### config.mk
export PLATFORM = sky130hd
export DESIGN_NAME = exc_entry_seq
export DESIGN_NICKNAME = d
export VERILOG_FILES = /design/src/rtl/exc_seq_pkg.sv /design/src/rtl/exc_route.sv /design/src/rtl/exc_sr_build.sv /design/src/rtl/exc_entry_seq.sv
export SDC_FILE = /design/constraint.sdc
export NUM_CORES = 1
export LEC_CHECK = 0
export BUFFER_PORTS_ARGS = -buffer_cell sky130_fd_sc_hd__buf_2
export CORE_AREA = 3 3 159 161
export DETAILED_ROUTE_END_ITERATION = 8
export DIE_AREA = 0 0 162 164
export PLACE_DENSITY = 0.78
export SLEW_MARGIN = 20
export SYNTH_ARGS = -nofsm -noshare
export SYNTH_HDL_FRONTEND = slang
export SYNTH_HIERARCHICAL = 1
export SYNTH_SLANG_ARGS = --single-unit
### constraint.sdc
create_clock -name clk -period 3.29 [get_ports clk]
set_clock_uncertainty 0.1 [all_clocks]
set_input_delay 0.1645 -clock clk [delete_from_list [all_inputs] [get_ports clk]]
set_output_delay 0.1645 -clock clk [all_outputs]
set_load 0.01 [all_outputs]
### src/rtl/exc_seq_pkg.sv
package exc_seq_pkg;
   typedef enum logic [2:0] {
      K_GENERAL = 3'd0,
      K_TLB     = 3'd1,
      K_TRAP    = 3'd2,
      K_IRQ     = 3'd3,
      K_RESET   = 3'd4
   } req_kind_e;

   typedef enum logic [1:0] {
      ROUTE_NONE = 2'd0,
      ROUTE_EXC  = 2'd1,
      ROUTE_IRQ  = 2'd2,
      ROUTE_RST  = 2'd3
   } route_e;

   localparam int unsigned SR_T       = 0;
   localparam int unsigned SR_S       = 1;
   localparam int unsigned SR_IMSK_LO = 4;
   localparam int unsigned SR_IMSK_HI = 7;
   localparam int unsigned SR_Q       = 8;
   localparam int unsigned SR_M       = 9;
   localparam int unsigned SR_FD      = 15;
   localparam int unsigned SR_BL      = 28;
   localparam int unsigned SR_RB      = 29;
   localparam int unsigned SR_MD      = 30;
endpackage

### src/rtl/exc_route.sv
module exc_route
   import exc_seq_pkg::*;
#(
   parameter int unsigned XLEN       = 32,
   parameter int unsigned CODE_W     = 12,
   parameter logic [31:0] GEN_OFF    = 32'h100,
   parameter logic [31:0] TLB_OFF    = 32'h400,
   parameter logic [31:0] IRQ_OFF    = 32'h600,
   parameter logic [11:0] TRAP_CODE  = 12'h160,
   parameter logic [11:0] POR_CODE   = 12'h000,
   parameter logic [11:0] BLK_CODE   = 12'h020
) (
   input  logic              req_valid,
   input  logic [2:0]        req_kind,
   input  logic              blocked,
   input  logic              in_slot,
   input  logic [CODE_W-1:0] evt_code,
   input  logic [CODE_W-1:0] slot_code,
   output route_e            route,
   output logic [CODE_W-1:0] code_out,
   output logic [XLEN-1:0]   vec_off,
   output logic              fix_slot,
   output logic              wr_tra
);
   localparam int unsigned KIND_MAX = 4;

   logic kind_ok;
   assign kind_ok = (int'(req_kind) <= KIND_MAX);

   always_comb begin
      route    = ROUTE_NONE;
      code_out = '0;
      vec_off  = '0;
      fix_slot = 1'b0;
      wr_tra   = 1'b0;
      if (req_valid && kind_ok) begin
         if (req_kind == K_RESET) begin
            route    = ROUTE_RST;
            code_out = CODE_W'(POR_CODE);
         end else if (blocked) begin
            route    = ROUTE_RST;
            code_out = CODE_W'(BLK_CODE);
         end else begin
            unique case (req_kind)
               K_GENERAL, K_TLB: begin
                  route    = ROUTE_EXC;
                  code_out = in_slot ? slot_code : evt_code;
                  vec_off  = (req_kind == K_TLB) ? XLEN'(TLB_OFF) : XLEN'(GEN_OFF);
                  fix_slot = in_slot;
               end
               K_TRAP: begin
                  route    = ROUTE_EXC;
                  code_out = CODE_W'(TRAP_CODE);
                  vec_off  = XLEN'(GEN_OFF);
                  fix_slot = in_slot;
                  wr_tra   = 1'b1;
               end
               default: begin
                  route    = ROUTE_IRQ;
                  code_out = evt_code;
                  vec_off  = XLEN'(IRQ_OFF);
               end
            endcase
         end
      end
   end
endmodule

### src/rtl/exc_sr_build.sv
module exc_sr_build
   import exc_seq_pkg::*;
#(
   parameter int unsigned XLEN = 32
) (
   input  logic [XLEN-1:0] cur_sr,
   input  logic            flag_t,
   input  logic            flag_s,
   input  logic            flag_m,
   input  logic            flag_q,
   output logic [XLEN-1:0] merged_sr,
   output logic [XLEN-1:0] entry_sr,
   output logic [XLEN-1:0] reset_sr
);
   logic [XLEN-1:0] force_bits;
   logic [XLEN-1:0] imask_bits;

   for (genvar i = 0; i < XLEN; i++) begin : g_bit
      if (i == SR_T) begin : g_t
         assign merged_sr[i] = flag_t;
      end else if (i == SR_S) begin : g_s
         assign merged_sr[i] = flag_s;
      end else if (i == SR_Q) begin : g_q
         assign merged_sr[i] = flag_q;
      end else if (i == SR_M) begin : g_m
         assign merged_sr[i] = flag_m;
      end else begin : g_pass
         assign merged_sr[i] = cur_sr[i];
      end
      assign force_bits[i] = (i == SR_MD) || (i == SR_RB) || (i == SR_BL);
      assign imask_bits[i] = (i >= SR_IMSK_LO) && (i <= SR_IMSK_HI);
   end

   assign entry_sr = merged_sr | force_bits;
   always_comb begin
      reset_sr        = merged_sr | force_bits | imask_bits;
      reset_sr[SR_FD] = 1'b0;
   end
endmodule

### src/rtl/exc_entry_seq.sv
module exc_entry_seq
   import exc_seq_pkg::*;
#(
   parameter int unsigned XLEN       = 32,
   parameter int unsigned CODE_W     = 12,
   parameter int unsigned IMM_W      = 8,
   parameter int unsigned INSN_BYTES = 2,
   parameter bit          VEC_USE_OR = 1'b0,
   parameter logic [31:0] RESET_PC   = 32'hA000_0000,
   parameter logic [31:0] RESET_SR   = 32'h7000_00F0,
   parameter logic [31:0] GEN_OFF    = 32'h100,
   parameter logic [31:0] TLB_OFF    = 32'h400,
   parameter logic [31:0] IRQ_OFF    = 32'h600,
   parameter logic [11:0] TRAP_CODE  = 12'h160,
   parameter logic [11:0] POR_CODE   = 12'h000,
   parameter logic [11:0] BLK_CODE   = 12'h020
) (
   input  logic              clk,
   input  logic              rst_n,
   input  logic              req_valid,
   input  logic [2:0]        req_kind,
   input  logic [CODE_W-1:0] evt_code,
   input  logic [CODE_W-1:0] slot_code,
   input  logic              in_slot,
   input  logic [IMM_W-1:0]  trap_imm,
   input  logic [XLEN-1:0]   cur_pc,
   input  logic [XLEN-1:0]   cur_sr,
   input  logic              flag_t,
   input  logic              flag_s,
   input  logic              flag_m,
   input  logic              flag_q,
   input  logic [XLEN-1:0]   cur_r15,
   input  logic              vbr_we,
   input  logic [XLEN-1:0]   vbr_wdata,
   output logic [XLEN-1:0]   new_pc,
   output logic [XLEN-1:0]   new_sr,
   output logic [XLEN-1:0]   spc,
   output logic [XLEN-1:0]   ssr,
   output logic [XLEN-1:0]   sgr,
   output logic [CODE_W-1:0] expevt,
   output logic [CODE_W-1:0] intevt,
   output logic [IMM_W+1:0]  tra,
   output logic [XLEN-1:0]   vbr,
   output logic              slot_clr,
   output logic              entry_done
);
   localparam int unsigned TRA_W = IMM_W + 2;

   initial begin
      assert (XLEN >= 31) else $error("XLEN too small for the status bit layout");
      assert (CODE_W >= 12) else $error("CODE_W must hold a 12-bit event code");
      assert (TRA_W <= XLEN) else $error("trap code wider than a word");
      assert (INSN_BYTES > 0) else $error("INSN_BYTES must be nonzero");
   end

   route_e            route;
   logic [CODE_W-1:0] code;
   logic [XLEN-1:0]   vec_off;
   logic              fix_slot;
   logic              wr_tra;
   logic [XLEN-1:0]   merged_sr;
   logic [XLEN-1:0]   entry_sr;
   logic [XLEN-1:0]   reset_sr;
   logic [XLEN-1:0]   target_pc;
   logic [XLEN-1:0]   saved_pc;

   logic [XLEN-1:0]   pc_q, sr_q, spc_q, ssr_q, sgr_q, vbr_q;
   logic [CODE_W-1:0] expevt_q, intevt_q;
   logic [TRA_W-1:0]  tra_q;
   logic              slot_clr_q, done_q;

   exc_route #(
      .XLEN(XLEN), .CODE_W(CODE_W),
      .GEN_OFF(GEN_OFF), .TLB_OFF(TLB_OFF), .IRQ_OFF(IRQ_OFF),
      .TRAP_CODE(TRAP_CODE), .POR_CODE(POR_CODE), .BLK_CODE(BLK_CODE)
   ) i_route (
      .req_valid (req_valid),
      .req_kind  (req_kind),
      .blocked   (cur_sr[SR_BL]),
      .in_slot   (in_slot),
      .evt_code  (evt_code),
      .slot_code (slot_code),
      .route     (route),
      .code_out  (code),
      .vec_off   (vec_off),
      .fix_slot  (fix_slot),
      .wr_tra    (wr_tra)
   );

   exc_sr_build #(.XLEN(XLEN)) i_sr (
      .cur_sr    (cur_sr),
      .flag_t    (flag_t),
      .flag_s    (flag_s),
      .flag_m    (flag_m),
      .flag_q    (flag_q),
      .merged_sr (merged_sr),
      .entry_sr  (entry_sr),
      .reset_sr  (reset_sr)
   );

   if (VEC_USE_OR) begin : g_vec_or
      assign target_pc = vbr_q | vec_off;
   end else begin : g_vec_add
      assign target_pc = vbr_q + vec_off;
   end

   assign saved_pc = fix_slot ? (cur_pc - XLEN'(INSN_BYTES)) : cur_pc;

   always_ff @(posedge clk) begin
      if (!rst_n) begin
         pc_q       <= XLEN'(RESET_PC);
         sr_q       <= XLEN'(RESET_SR);
         spc_q      <= '0;
         ssr_q      <= '0;
         sgr_q      <= '0;
         vbr_q      <= '0;
         expevt_q   <= '0;
         intevt_q   <= '0;
         tra_q      <= '0;
         slot_clr_q <= 1'b0;
         done_q     <= 1'b0;
      end else begin
         slot_clr_q <= 1'b0;
         done_q     <= 1'b0;
         if (vbr_we) vbr_q <= vbr_wdata;
         unique case (route)
            ROUTE_EXC: begin
               pc_q       <= target_pc;
               sr_q       <= entry_sr;
               spc_q      <= saved_pc;
               ssr_q      <= merged_sr;
               sgr_q      <= cur_r15;
               expevt_q   <= code;
               slot_clr_q <= fix_slot;
               done_q     <= 1'b1;
               if (wr_tra) tra_q <= {trap_imm, 2'b00};
            end
            ROUTE_IRQ: begin
               pc_q     <= target_pc;
               sr_q     <= entry_sr;
               spc_q    <= cur_pc;
               ssr_q    <= merged_sr;
               sgr_q    <= cur_r15;
               intevt_q <= code;
               done_q   <= 1'b1;
            end
            ROUTE_RST: begin
               pc_q     <= XLEN'(RESET_PC);
               sr_q     <= reset_sr;
               vbr_q    <= '0;
               expevt_q <= code;
               done_q   <= 1'b1;
            end
            default: ;
         endcase
      end
   end

   assign new_pc     = pc_q;
   assign new_sr     = sr_q;
   assign spc        = spc_q;
   assign ssr        = ssr_q;
   assign sgr        = sgr_q;
   assign vbr        = vbr_q;
   assign expevt     = expevt_q;
   assign intevt     = intevt_q;
   assign tra        = tra_q;
   assign slot_clr   = slot_clr_q;
   assign entry_done = done_q;
endmodule

# After elaboration in Yosys (flattened, before gate mapping)
# Index checks and enable logic that the tools add are counted.
# totals
reg_bits	226
in_bits	172
# op_classes
n_addsub	2
order_cmp	1
eq_ne	6
n_mux	27
bitwise	1
reduce_logical	12
# op_table
op	n
32-bit one-hot mux with 2 select lines	4
32-bit 2-to-1 mux	4
12-bit 2-to-1 mux	4
32-bit adder	1
32-bit by 2-bit subtractor with 32-bit output, second input constant	1
12-bit one-hot mux with 2 select lines	1
11-bit 2-to-1 mux	1
1-bit 2-to-1 mux	9
2-bit 2-to-1 mux	4
2-bit OR reduction	4
3-bit OR reduction	2
2-bit == test, second input constant	2
2-bit AND reduction	2
2-bit nonzero test	2
3-bit by 1-bit == test with 1-bit output, second input constant	1
3-bit by 2-bit == test with 1-bit output, second input constant	1
3-bit == test, second input constant	1
3-bit less-or-equal comparator, second input constant	1
3-bit zero test	1
2-bit by 1-bit == test with 1-bit output, second input constant	1
1-bit logical AND	1
1-bit inverter	1

# Logic depth before layout (Yosys ltp)
# Gate-level depths: netlist of run 1.
# depth
ltp_word	9
ltp_mapped	15

# Cells and area by module
# Netlist of run 1, hierarchy kept.
# modules_own_cells
module	n_inst	cells_per_inst	area_each_um2	seq_area_each_um2
exc_entry_seq	1	1137	10645.2	4524.3
exc_sr_build	1	98	728.2	0.0
exc_route	1	69	520.5	0.0

# Least setup slack after synthesis of run 1
# No wires, ideal clock.
# synth_path
path_kind	input port to flip-flop
start	in req_kind[1]
end	reg spc_q[29], in the netlist spc[29]
setup_time_ps	137
arrival_ps	2475
required_time_ps	3053
path_slack_ps	578
cell_stages	14
n_path_buf	2
cell_sequence	buf_6 -> nor2b_1 -> o21ai_0 -> and3_1 -> inv_1 -> ha_1 -> buf_4 -> or2b_4 -> nor4_4 -> nand4_4 -> nor2_4 -> nand3b_4 -> o41ai_1 -> a31oi_1
# synth_between
elab_chain_cells	8
word_cells_on_any_way	20
cone_classes	order compare: 1; eq/ne: 5; mux: 10; reduce/logical: 4
# synth_lines
element	line_no	source
start: declaration	exc_entry_seq.sv:21	input logic [2:0] req_kind,
3-bit by 2-bit == test with 1-bit output, or another cell as far along	exc_route.sv:44	unique case (req_kind)
3-bit OR reduction (no source line)	--	
2-bit 2-to-1 mux	exc_route.sv:44	
2-bit 2-to-1 mux	exc_route.sv:40	end else if (blocked) begin
2-bit 2-to-1 mux	exc_route.sv:37	if (req_kind == K_RESET) begin
2-bit 2-to-1 mux *	exc_route.sv:36	if (req_valid && kind_ok) begin
via route[0]	exc_entry_seq.sv:56	route_e route;
2-bit == test / 2-bit by 1-bit == test with 1-bit output (equally long branches)	exc_entry_seq.sv:126	unique case (route)
32-bit one-hot mux with 2 select lines / 2-bit nonzero test (equally long branches)	--	
end signal: assignment	exc_entry_seq.sv:130	spc_q <= saved_pc;
end signal: assignment	exc_entry_seq.sv:141	spc_q <= cur_pc;
end: declaration	exc_entry_seq.sv:67	logic [XLEN-1:0] pc_q, sr_q, spc_q, ssr_q, sgr_q, vbr_q;
# Mark *: on every way through the listed nets, which the timed path passes. The rest lies on a longest branch.
# A chain may end at the register's enable or synchronous reset.

# Final worst setup path of run 1
# layout_path
start	in cur_pc[4]
end	reg spc_q[25], in the netlist spc[25]
# layout_between
elab_chain_cells	3
# layout_lines
element	line_no	source
start: declaration	exc_entry_seq.sv:26	input logic [XLEN-1:0] cur_pc,
32-bit by 2-bit subtractor with 32-bit output	exc_entry_seq.sv:107	assign saved_pc = fix_slot ? (cur_pc - XLEN'(INSN_BYTES)) : cur_pc;
32-bit 2-to-1 mux	exc_entry_seq.sv:107	
32-bit one-hot mux with 2 select lines	exc_entry_seq.sv:126	
# No other way between the ends.

==> results.sh, run 1 <==
export IMPL_run_status="finished clean"
export IMPL_core_area_mm2=0.0241
export IMPL_drtAntennaViolNets=0
export IMPL_yosysSeqAreaShare_pct=38.0
export IMPL_p_per_area_mw_per_mm2=486
export IMPL_final_core_util_pct=66.4
export IMPL_post_route_drc_count=0
export IMPL_cts_tree="built"
export IMPL_synthMuxAreaShare_pct=12.5
export IMPL_hold_class="in -> reg"
export IMPL_grt_pass1_wl_um=57700
export IMPL_synth_fa_ha_area_share_pct=3.96
export IMPL_synthArstFlopShare_pct=0
export IMPL_min_from="rst_n"
export IMPL_die_y_um=164
export IMPL_top_layer="met4"
export IMPL_syn_area_per_cell_um2=9.12
export IMPL_antenna_cells=0
export IMPL_place_gp_congestion=0.913
export IMPL_initial_core_util_pct=49.3
export IMPL_drive_above_1_share_pct=27.0
export IMPL_num_io_pins=400
export IMPL_period_minus_slack_ns=3.14
export IMPL_synth_xor_area_share_pct=3.68
export IMPL_hpwl_um=22700
export IMPL_cts_buffers=26
export IMPL_first_pass_iters=5
export IMPL_stdcell_count=2096
export IMPL_cts_root_buf="clkbuf_16"
export IMPL_p_leak_uw=0.00768
export IMPL_synth_simple_area_share_pct=18.2
export IMPL_via_per_inst=5.23
export IMPL_fmax_ghz=0.319
export IMPL_htreeDepth=1
export IMPL_grtUsageTotal_pct=26.5
export IMPL_cts_buffer_depth=3
export IMPL_final_common_cell="buf_2"
export IMPL_critPathLaunchType="primary input"
export IMPL_port_buffers=393
export IMPL_met3_length_um=2830
export IMPL_wl_per_cell_um=17.7
export IMPL_vdd_drop_max_mv=0.424
export IMPL_final_cell_mix="buf_2 (392), dfxtp_1 (226), dlygate4sd3_1 (172), nand2_1 (145), mux2i_1 (141)"
export IMPL_setup_viol=0
export IMPL_synth_edff_count=0
export IMPL_clkSinkCount=226
export IMPL_synth_compound_area_share_pct=12.7
export IMPL_die_area_mm2=0.0266
export IMPL_routedLengthMet1_um=14000
export IMPL_antenna_found_initial=0
export IMPL_timing_setup_tns_ns=0
export IMPL_cp_end_kind="register"
export IMPL_die_x_um=162
export IMPL_place_inst=1877
export IMPL_fin_crit_sh_pct=95.4
export IMPL_clkTransAtPathRegs_ns=0.06
export IMPL_critical_path_max_fanout=5
export IMPL_worst_pin_slew_ns=1.00
export IMPL_crit_required_ns=3.57
export IMPL_r2r_start="vbr[8]$_SDFFE_PP0P_"
export IMPL_grt_pass1_vias=11200
export IMPL_wirelength_um=37000
export IMPL_slew_headroom_pct=33.2
export IMPL_grt_ovfl_total=0
export IMPL_vias=10960
export IMPL_critical_path_class="in -> reg"
export IMPL_synth_top_family_by_area="simple AND/OR/NAND/NOR gates"
export IMPL_synth_warnings=6
export IMPL_synth_main_ff_cell="dfxtp_1"
export IMPL_area_growth_syn_to_layout_pct=34.6
export IMPL_ys_types=73
export IMPL_synth_area_mm2=0.0119
export IMPL_rows=57
export IMPL_hold_violations=0
export IMPL_insertion_delay_ns=0.52
export IMPL_rsz0062_at_grt="false"
export IMPL_synth_seq_cells=226
export IMPL_synthCells=1304
export IMPL_timing_max_cap_violations=0
export IMPL_grt_max_degree=100
export IMPL_initialDrtViolationCount=650
export IMPL_final_nets=1962
export IMPL_post_cts_buffers=0
export IMPL_slew_violations=0
export IMPL_crit_start="cur_pc[4]"
export IMPL_arrival_ns=3.42
export IMPL_wl_met2_um=18400
==> report_power, final <==
group,switching (uW),internal [uW],total [uW]
sequential,133,2950,3090
combinational,842,749,1590
clock,1160,1940,3100
total,2140,5650,7780
==> Yosys cell counts (4+ instances only) <==
cell type | count | area (um2)
o211a_1 | 27 | 270
a21boi_0 | 21 | 158
mux2i_1 | 141 | 1410
o21ai_0 | 68 | 340
a31oi_1 | 5 | 31.3
inv_1 | 11 | 41.3
or3_1 | 4 | 25.0
xnor2_1 | 20 | 175
ha_1 | 36 | 450
and2_1 | 29 | 181
a211o_1 | 5 | 43.8
o21a_1 | 5 | 37.5
nor2b_1 | 86 | 538
buf_1 | 11 | 41.3
nor4_1 | 5 | 31.3
a21o_1 | 15 | 113
a21oi_1 | 34 | 170
dfxtp_1 | 226 | 4520
xor2_1 | 30 | 263
nor3_1 | 12 | 60.1
a22o_1 | 12 | 105
conb_1 | 4 | 15.0
mux2_2 | 7 | 78.8
and3_1 | 7 | 43.8
nor2_1 | 52 | 195
clkbuf_1 | 55 | 206
o211ai_1 | 6 | 45.0
nand3_1 | 24 | 120
nand2b_1 | 10 | 62.6
nand2_1 | 145 | 544
nand4b_1 | 5 | 43.8
buf_4 | 128 | 961
==> worst max-delay path, cell delays in order <==
cell and delay [ns]:
dlygate4sd3_1 0.56, buf_2 0.15, or4_4 0.54, nor4_4 0.43, nand4_4 0.19, nor2_4 0.17, nand3b_4 0.13, nor3_2 0.17
xnor2_1 0.18, dlygate4sd3_1 0.63, a21oi_1 0.09
==> layer usage <==
metal  global-route usage (%)  vias up
met2                     47.8      488
met5                        0        -
li1                         -     5214
met4                     11.5        0
met3                     6.76      125
met1                     29.4     5133
==> kinds of logic after synthesis <==
group | count (synthesis)
buffers and inverters | 208
and+or+nand+nor | 410
DFF | 226
other | 4
xor gates and xnor gates | 50
adders and majority gates | 37
AOI/OAI and AO/OA | 221
muxes | 148
==> path summary, 6_finish.rpt <==
kind / endpoint / slack (ns) / depth (start not counted)
worst max register to register: new_pc[29]$_SDFFE_PN1P_ / 0.72 / 9
worst min-delay path: vbr[12]$_SDFFE_PP0P_ / 0.02 / 4
worst min register to register: new_pc[3]$_SDFFE_PN0P_ / 0.35 / 2
worst max-delay path: spc[25]$_SDFFE_PN0P_ / 0.15 / 11
==> layout make-up <==
class                   count  area, um2
inverters                  11       41.3
clock buffers              38        776
well taps                 324        405
multi-input cells         908       6260
clock inverters             9        159
repair buffers            580       3840
fillers                  1780       8090
flip-flops and latches    226       4520
==> stage by stage <==
step           hold WS [ns]  worst slack, ns  total power [uW]  cell area (um2)
2_1_floorplan         0.212            0.578              4050            12000
3_3_place_gp          0.300            0.312              4450            13300
3_5_place_dp          0.307            0.241              4490            13300
4_1_cts            0.000672            0.374              7740            16000
5_1_grt              0.0314           0.0652              8080            16000
6_report             0.0175            0.152              7780            16000
==> flip-flops by register name, indices dropped and copies added (netlist names) <==
signal / count
entry_done: 1
expevt: 12
intevt: 12
new_pc: 32
new_sr: 32
sgr: 32
slot_clr: 1
spc: 32
ssr: 32
tra: 8
vbr: 32
==> what timing repair did <==
item                                    CTS  global route
hold buffers                            172             0
gates resized for setup                   0             1
hold endpoints to repair                178             0
endpoints found under the setup margin    0             2
Note: power is estimated with default switching activity, not from simulation.
==> run 2, diff against run 1 <==
--- a/config.mk
+++ b/config.mk
@@ -9,6 +9,7 @@
 export CORE_AREA = 3 3 159 161
 export DETAILED_ROUTE_END_ITERATION = 8
 export DIE_AREA = 0 0 162 164
+export GPL_TIMING_DRIVEN = 0
 export PLACE_DENSITY = 0.78
 export SLEW_MARGIN = 20
 export SYNTH_ARGS = -nofsm -noshare
==> constraint.sdc (replaced) <==
create_clock -name clk -period 3.6 [get_ports clk]
set_clock_uncertainty 0.1 [all_clocks]
set_input_delay 0.18 -clock clk [delete_from_list [all_inputs] [get_ports clk]]
set_output_delay 0.18 -clock clk [all_outputs]
set_load 0.01 [all_outputs]
==> results.sh, run 2 (synthesis gave the netlist of run 1 again) <==
export IMPL_grt_pass1_vias=11481
export IMPL_die_y_um=164
export IMPL_period_minus_slack_ns=3.33
export IMPL_arrival_ns=3.64
export IMPL_post_cts_resize_count=0
export IMPL_slew_violations=0
export IMPL_htreeDepth=1
export IMPL_rows=57
export IMPL_critical_path_max_fanout=10
export IMPL_placed_area_mm2=0.0142
export IMPL_crit_required_ns=3.90
export IMPL_grt_max_degree=14
export IMPL_vias=11424
export IMPL_cp_end_kind="register"
export IMPL_grt_busiest_layer="met2"
export IMPL_slew_headroom_pct=38.2
export IMPL_p_per_area_mw_per_mm2=420
export IMPL_grt_pass1_wl_um=60200
export IMPL_drive_above_1_share_pct=29.3
export IMPL_cp_slowest_cell="dlygate4sd3_1"
export IMPL_cts_tree="built"
export IMPL_hpwl_um=26700
export IMPL_drtAntennaViolNets=0
export IMPL_antenna_found_initial=2
export IMPL_vdd_drop_max_mv=0.404
export IMPL_grtUsageTotal_pct=27.9
export IMPL_hold_buffers=159
export IMPL_final_common_cell="buf_2"
export IMPL_timing_setup_tns_ns=0
export IMPL_fillers=1814
export IMPL_critPathMaxStageDelay_ns=0.57
export IMPL_hold_violations=0
export IMPL_critPathBufInv=5
export IMPL_num_io_pins=400
export IMPL_setup_viol=0
export IMPL_first_pass_iters=5
export IMPL_clkTransAtPathRegs_ns=0.06
export IMPL_grt_ovfl_total=0
export IMPL_cts_buffer_depth=3
export IMPL_cts_root_buf="clkbuf_16"
export IMPL_die_area_mm2=0.0266
export IMPL_insertion_delay_ns=0.53
export IMPL_fin_crit_sh_pct=92.6
export IMPL_post_cts_buffers=0
export IMPL_hold_class="in -> reg"
export IMPL_fmax_ghz=0.300
export IMPL_clkSinkCount=226
export IMPL_port_buffers=360
export IMPL_initial_core_util_pct=49.3
export IMPL_crit_family="simple AND/OR/NAND/NOR gates"
export IMPL_wl_per_cell_um=17.5
export IMPL_run_status="finished clean"
export IMPL_grtUsageMet2_pct=52.3
export IMPL_critPathLaunchType="primary input"
export IMPL_rsz0062_at_grt="false"
export IMPL_wirelength_um=39000
export IMPL_final_nets=2098
export IMPL_area_growth_syn_to_layout_pct=40.4
export IMPL_worst_pin_slew_ns=0.926
export IMPL_p_leak_uw=0.00808
export IMPL_final_cell_mix="buf_2 (361), dfxtp_1 (226), dlygate4sd3_1 (159), nand2_1 (145), mux2i_1 (141)"
export IMPL_met3_usage_pct=6.13
export IMPL_die_x_um=162
export IMPL_via_per_inst=5.11
export IMPL_place_gp_congestion=0.913
export IMPL_cts_buffers=26
export IMPL_met1_usage_pct=30.5
export IMPL_core_area_mm2=0.0241
export IMPL_final_area_mm2=0.0167
export IMPL_initialDrtViolationCount=547
export IMPL_timing_max_cap_violations=0
export IMPL_post_route_drc_count=0
export IMPL_critical_path_class="in -> reg"
export IMPL_path_cells="buf_2 > buf_6 > nor2b_1 > o21ai_0 > and3_1 > inv_1 > ha_1 > buf_4 > or2b_4 > nor3_1 > nand4b_1 > nor4_2 > nand2_1 > nor2_1 > xnor2_1 > dlygate4sd3_1 > a21oi_1"
[run 2: changes by cell type in the layout (fill, tap and decap cells not counted), sizes merged]
| cell | delta |
|---|---|
| bufinv | -2 |
| diode | +2 |
| clkbuf | +55 |
| buf | +93 |
| clkinv | +4 |
| dlygate4sd3 | -13 |
[run 2: worst paths after layout]
check	cells after the start	slack [ns]	end	start
worst min register to register	2	0.36	new_pc[26]$_SDFFE_PN0P_	new_pc[26]$_SDFFE_PN0P_
worst min-delay path	4	0.01	intevt[3]$_SDFFE_PN0P_	evt_code[3]
worst max-delay path	17	0.27	spc[28]$_SDFFE_PN0P_	req_kind[1]
worst max register to register	9	0.96	new_pc[29]$_SDFFE_PN1P_	vbr[11]$_SDFFE_PP0P_
[run 2: stage by stage]
stage               instances  setup WS, ns  utilization [%]  hold WS (ns)  power, uW
floorplan                1342         0.873                -         0.227       3710
global placement         2026         0.260             59.1         0.316       4160
detailed placement       2026         0.206             59.1         0.325       4200
CTS                      2233         0.297             69.3       0.00229       6990
global route             2235        0.0311             69.3        0.0428       7310
finish                   2235         0.268             69.3        0.0110       7020
[run 2: per-layer routing]
metal	vias up	wire, um
li1	5491	-
met1	5360	14900
met2	447	19600
met3	126	2580
met4	0	1920
met5	-	0
[run 2: tightest hold or removal path: cells and delay by family]
| kind | cells | cell delay, ns |
|---|---|---|
| simple gates | 1 | 0.12 |
| buf+inv | 1 | 0.09 |
| compound gates | 1 | 0.15 |
| mux | 1 | 0.07 |
[run 2: cell type report]
cell class	instances	area, um2	area share [%]
clock inverters	11	119	0.712
inverters	11	41.3	0.247
diodes	2	5.00	0.0300
flip-flops and latches	226	4520	27.1
well taps	324	405	2.43
multi-input cells	908	6240	37.4
repair buffers	519	3390	20.3
clock buffers	37	742	4.44
plain buffers	197	1230	7.36
[run 2: power by group]
group / internal [uW] / switching, uW
clock: 1580 / 1090
combinational: 735 / 797
sequential: 2700 / 121
total: 5010 / 2000
